**src/rtl/clksw_pkg.sv**
```systemverilog
package clksw_pkg;

  typedef enum logic [1:0] {
    SEL_SLOW = 2'b00,
    SEL_FAST = 2'b01,
    SEL_PRI  = 2'b10
  } clk_sel_e;

  typedef enum logic [1:0] {
    ST_INT  = 2'b00,
    ST_WAIT = 2'b01,
    ST_PRI  = 2'b10
  } run_st_e;

  // internal source choice: fast path only once it is enabled and stable
  function automatic clk_sel_e internal_sel_f(input logic fast_live);
    return fast_live ? SEL_FAST : SEL_SLOW;
  endfunction

  // primary readiness: start-up done, then PLL done when the PLL is used
  function automatic logic pri_ready_f(input logic sut_done, input logic pll_done,
                                       input logic pll_use);
    return sut_done && (!pll_use || pll_done);
  endfunction

endpackage

```
**src/rtl/clksw_fast_path.sv**
```systemverilog
module clksw_fast_path #(
  parameter int FSEL_W = 3
) (
  input  logic              clk,
  input  logic              rst_n,
  input  logic [FSEL_W-1:0] freq_sel,
  input  logic              alt_src,
  input  logic              fast_stable,
  input  logic              pri_next,
  output logic              fast_en,
  output logic              fast_live,
  output logic              fast_ok
);

  assign fast_en   = (freq_sel != '0) || alt_src;
  assign fast_live = fast_en && fast_stable;

  always_ff @(posedge clk or negedge rst_n) begin
    if (!rst_n) fast_ok <= 1'b0;
    else        fast_ok <= fast_live && !pri_next;
  end

endmodule

```
**src/rtl/clksw_pri_timer.sv**
```systemverilog
module clksw_pri_timer #(
  parameter int SUT_CYCLES = 1024,
  parameter int PLL_TICKS  = 64,
  localparam int SUT_W = $clog2(SUT_CYCLES + 1),
  localparam int PLL_W = $clog2(PLL_TICKS + 1)
) (
  input  logic             clk,
  input  logic             rst_n,
  input  logic             hold,
  input  logic             pri_tick,
  input  logic             ref_tick,
  input  logic             pll_use,
  output logic [SUT_W-1:0] sut_cnt,
  output logic [PLL_W-1:0] pll_cnt,
  output logic             sut_done,
  output logic             pll_done,
  output logic             src_ready
);
  import clksw_pkg::*;

  localparam logic [SUT_W-1:0] SUT_LIM = SUT_W'(SUT_CYCLES);
  localparam logic [PLL_W-1:0] PLL_LIM = PLL_W'(PLL_TICKS);

  logic sut_step, pll_step;

  assign sut_done  = (sut_cnt == SUT_LIM);
  assign pll_done  = (pll_cnt == PLL_LIM);
  assign sut_step  = pri_tick && !sut_done;
  assign pll_step  = pll_use && sut_done && ref_tick && !pll_done;
  assign src_ready = pri_ready_f(sut_done, pll_done, pll_use);

  always_ff @(posedge clk or negedge rst_n) begin
    if (!rst_n) begin
      sut_cnt <= '0;
      pll_cnt <= '0;
    end else if (!hold) begin
      sut_cnt <= '0;
      pll_cnt <= '0;
    end else begin
      if (sut_step) sut_cnt <= sut_cnt + 1'b1;
      if (pll_step) pll_cnt <= pll_cnt + 1'b1;
    end
  end

endmodule

```
**src/rtl/clksw_run_fsm.sv**
```systemverilog
module clksw_run_fsm (
  input  logic                 clk,
  input  logic                 rst_n,
  input  logic                 int_run,
  input  logic                 src_ready,
  input  logic                 fast_live,
  output clksw_pkg::run_st_e   state,
  output clksw_pkg::clk_sel_e  sel_q,
  output logic                 hold,
  output logic                 pri_next
);
  import clksw_pkg::*;

  run_st_e  state_d;
  clk_sel_e sel_d;

  always_comb begin
    state_d = state;
    unique case (state)
      ST_INT:  if (!int_run) state_d = ST_WAIT;
      ST_WAIT: if (int_run) state_d = ST_INT;
               else if (src_ready) state_d = ST_PRI;
      ST_PRI:  if (int_run) state_d = ST_INT;
      default: state_d = ST_INT;
    endcase
  end

  assign pri_next = (state_d == ST_PRI);
  assign hold     = (state == ST_WAIT) && (state_d == ST_WAIT);
  assign sel_d    = pri_next ? SEL_PRI : internal_sel_f(fast_live);

  always_ff @(posedge clk or negedge rst_n) begin
    if (!rst_n) begin
      state <= ST_INT;
      sel_q <= SEL_SLOW;
    end else begin
      state <= state_d;
      sel_q <= sel_d;
    end
  end

endmodule

```
**src/rtl/clk_src_switch.sv**
```systemverilog
module clk_src_switch #(
  parameter int FSEL_W     = 3,
  parameter int SUT_CYCLES = 1024,
  parameter int PLL_TICKS  = 64,
  localparam int SUT_W = $clog2(SUT_CYCLES + 1),
  localparam int PLL_W = $clog2(PLL_TICKS + 1)
) (
  input  logic              clk,
  input  logic              rst_n,
  input  logic              int_run,
  input  logic [FSEL_W-1:0] freq_sel,
  input  logic              alt_src,
  input  logic              wdt_en,
  input  logic              fscm_en,
  input  logic              pll_use,
  input  logic              fast_stable,
  input  logic              pri_tick,
  input  logic              ref_tick,
  output logic [1:0]        mux_sel,
  output logic              slow_en,
  output logic              fast_en,
  output logic              pri_en,
  output logic              pll_on,
  output logic [SUT_W-1:0]  sut_cnt,
  output logic [PLL_W-1:0]  pll_cnt,
  output logic              fast_ok,
  output logic              pri_ok
);
  import clksw_pkg::*;

  run_st_e  state;
  clk_sel_e sel_q;
  logic     hold, pri_next, fast_live;
  logic     sut_done, pll_done, src_ready;

  clksw_fast_path #(.FSEL_W(FSEL_W)) u_fast (
    .clk(clk), .rst_n(rst_n), .freq_sel(freq_sel), .alt_src(alt_src),
    .fast_stable(fast_stable), .pri_next(pri_next),
    .fast_en(fast_en), .fast_live(fast_live), .fast_ok(fast_ok)
  );

  clksw_pri_timer #(.SUT_CYCLES(SUT_CYCLES), .PLL_TICKS(PLL_TICKS)) u_tmr (
    .clk(clk), .rst_n(rst_n), .hold(hold), .pri_tick(pri_tick),
    .ref_tick(ref_tick), .pll_use(pll_use), .sut_cnt(sut_cnt),
    .pll_cnt(pll_cnt), .sut_done(sut_done), .pll_done(pll_done),
    .src_ready(src_ready)
  );

  clksw_run_fsm u_fsm (
    .clk(clk), .rst_n(rst_n), .int_run(int_run), .src_ready(src_ready),
    .fast_live(fast_live), .state(state), .sel_q(sel_q), .hold(hold),
    .pri_next(pri_next)
  );

  assign mux_sel = sel_q;
  assign pri_ok  = (state == ST_PRI);
  assign pri_en  = (state != ST_INT);
  assign pll_on  = pri_en && pll_use;
  assign slow_en = (sel_q != SEL_PRI) || wdt_en || fscm_en;

endmodule

```
**config.mk**
```make
export PLATFORM = sky130hd
export DESIGN_NAME = clk_src_switch
export DESIGN_NICKNAME = d
export VERILOG_FILES = /design/src/rtl/clksw_pkg.sv /design/src/rtl/clksw_fast_path.sv /design/src/rtl/clksw_pri_timer.sv /design/src/rtl/clksw_run_fsm.sv /design/src/rtl/clk_src_switch.sv
export SDC_FILE = /design/constraint.sdc
export NUM_CORES = 1
export LEC_CHECK = 0
export ABC_AREA = 1
export ABC_CLOCK_PERIOD_IN_PS = 3060
export BUFFER_PORTS_ARGS = -buffer_cell sky130_fd_sc_hd__buf_2
export CORE_MARGIN = 8
export CORE_UTILIZATION = 56
export DETAILED_ROUTE_END_ITERATION = 10
export HOLD_SLACK_MARGIN = 0.02
export PLACE_DENSITY_LB_ADDON = 0.25
export REMOVE_ABC_BUFFERS = 1
export SLEW_MARGIN = 20
export SYNTH_ARGS = -nofsm -noshare
export SYNTH_HDL_FRONTEND = slang
export SYNTH_SLANG_ARGS = --single-unit
```
**constraint.sdc**
```tcl
create_clock -name clk -period 3.06 [get_ports clk]
set_clock_uncertainty 0.2 [all_clocks]
set_input_delay 0.612 -clock clk [delete_from_list [all_inputs] [get_ports clk]]
set_output_delay 0.612 -clock clk [all_outputs]
set_load 0.1 [all_outputs]
```
==> impl_metrics.ini <==
[worst_setup_path]
path_class = primary input to output port
r2r_end = u_tmr.sut_cnt[10]
critPathLaunchType = primary input
cpMostUsedCell = buf_2
critPathMaxFanout = 2
worstPathCellList = buf_2, or4_1, buf_2
r2r_start = u_tmr.pll_cnt[0]
crit_family = simple AND/OR/NAND/NOR gates
r2r_slack_ns = 1.05
cp-end-kind = output port
crit_required_ns = 2.25
reg2reg_depth = 11
worstSetupStartpoint = freq_sel[1]
cp_data_arrival_time_ns = 1.55
crit_buf_inv = 2
slowest_delay_ns = 0.53
crit_slowest_cell = or4_1

[global_routing]
track_usage_pct = 16.4
antenna_found_initial = 0
grt_overflow_total = 0
grtUsageMet1_pct = 21.1
top_usage_layer = met2
grtUsageMet2_pct = 24.7
grt_pass1_vias = 1293
grt_pass1_wl_mm = 5.74
grtUsageMet3_pct = 4.03
grt_max_degree = 23

[pwr]
ir_drop_mv = 0.274
cellPowerDensity_nw_per_um2 = 350
power_leakage_nw = 0.883

[routing]
vias = 1373
first_pass_iters = 4
drtAntennaViolNets = 0
drtIter0Drc = 59
via_per_inst = 5.09
wl_mm = 3.36
drc = 0
wire_per_inst_um = 12.4

[cells_and_area]
n_antenna_cell = 0
final_nets = 258
area_growth_pct = 18.4
fin_cells = 270
drive_gt1_share_pct = 26.3

[synthesis]
synth_compound_area_share_pct = 3.90
synth_most_common_cell = nand2_1
syn_area_per_cell_um2 = 7.22
yosys_most_used_dff = dfrtp_1
synth_area_leader_cell = dfrtp_1
synthAdderAreaFrac_pct = 3.47
ys_ff_latch = 22
ys_warn_count = 0
syn-cell-area_um2 = 1440
synth_area_leaders = dfrtp_1, nand2_1, nor2_1
yosysTopAreaCellShare_pct = 38.1
synthMuxAreaShare_pct = 0
synthTopCellsByCount = nand2_1, nor2_1, inv_1, dfrtp_1, nand3_1
async_flop_share_pct = 100
synth_edf_count = 0
synth-xor-area-share_pct = 1.82
synth_seq_area_share_pct = 38.1
synth.distinct_cells = 27
postSynthCellCount = 200
synth_top_family_by_area = simple AND/OR/NAND/NOR gates
synthSimpleGateAreaFrac_pct = 43.2

[cts]
post_cts_buffers = 0
cts_buffers = 3
clock_latency_ns = 0.32
clk_root_buffer_cell = clkbuf_4
cts_hold_buf = 0
ctsLongestPathBuffers = 2
cts_resized = 0
cts.reportedPaths.clkPinSlew_ns = 0.13
cts_max_level = 1
clock-sinks = 22
cts_tree = yes

[floorplanning]
die_y_um = 66.8
dieArea_um2 = 4460
chipWidth_um = 66.8
rows = 18
core-area_um2 = 2450
io_pins = 39
start_util_pct = 58.8

[timing]
rsz0062_at_grt = no
setup_viol_count_final = 0
worstMarginPinSlew_ns = 0.491
fmax_mhz = 424
finalCritPeriodShare_pct = 77.1
timing.slew.headroom_pct = 67.5
hold_viol = 0
fin_crit_ns = 2.36
worst_slack_ns = 0.702
maxSlewViolCount = 0

[run]
maxCapViolations = 0

[status]
status = finished clean

[placed_design]
dp_hpwl_mm = 2.60
port_buffers = 38
gp_congestion = 0.876
place_ws_ns = 0.701
numPlacedInstances = 266

[worst_hold_path]
hold_path_class = primary input to async pin
-- power by group --
group          internal [mW]  switching [mW]
clock                  0.133          0.0936
sequential             0.293         0.00352
combinational         0.0158          0.0589
total                  0.441           0.156
-- worst max-delay path by stage --
| stage | to | slack [ns] | depth (start not counted) |
|---|---|---|---|
| 2_1_floorplan | slow_en | -0.12 | 1 |
| 3_3_place_gp | fast_en | 0.71 | 3 |
| 3_5_place_dp | fast_en | 0.70 | 3 |
| 4_1_cts | fast_en | 0.70 | 3 |
| 5_1_grt | fast_en | 0.66 | 3 |
| 6_report | fast_en | 0.70 | 3 |
-- placed cells by master (no fill, tap or decap), drive strengths merged --
cell    synthesis  routed
nor3           10      10
clkbuf          0       3
xnor2           1       1
ha              4       4
nand3          18      18
o21ai           4       4
nand3b          1       1
nand2          52      52
nor3b           1       1
nor2           38      38
inv            32      32
xor2            2       2
a31oi           1       1
nand4           5       5
bufinv          0       1
a21oi           6       6
or4             1       1
dfrtp          22      22
buf             2      38
-- registers in the layout (all words and copies together), names as in the netlist --
register        cells
u_fast.fast_ok      1
u_tmr.pll_cnt       7
u_fsm.sel_q         1
u_fsm.state         2
u_tmr.sut_cnt      11
-- stage by stage --
step / hold slack, ns / power [mW] / TNS, ns / cell area [um2] / util (%)
2_1_floorplan: 0.116 / 0.354 / -0.118 / 1430 / -
3_3_place_gp: 0.342 / 0.377 / 0 / 1660 / 67.5
3_5_place_dp: 0.345 / 0.378 / 0 / 1660 / 67.5
4_1_cts: 0.0454 / 0.602 / 0 / 1710 / 69.6
5_1_grt: 0.0480 / 0.620 / 0 / 1710 / 69.6
6_report: 0.0256 / 0.597 / 0 / 1710 / 69.6
-- cells by family after synthesis --
family,count (synthesis)
AO/OA/AOI/OAI,11
flip-flops,22
adder cells (fa/ha/maj),4
AND/OR/NAND/NOR,126
buffers and inverters,34
XOR/XNOR,3
-- cell type report --
class	instances	area (um2)
inverters	32	123
clock inverters	1	30.0
well taps	30	37.5
flip-flops and latches	22	551
repair buffers	38	190
multi-input cells	144	756
clock buffers	3	22.5
fillers	228	746
-- metal layers --
metal | share of wire [%] | up-vias
met1 | 43 | 610
met4 | 2.1 | 0
li1 | - | 708
met3 | 11 | 7
met5 | 0 | -
met2 | 44 | 48
(Power assumes the default switching activity.)
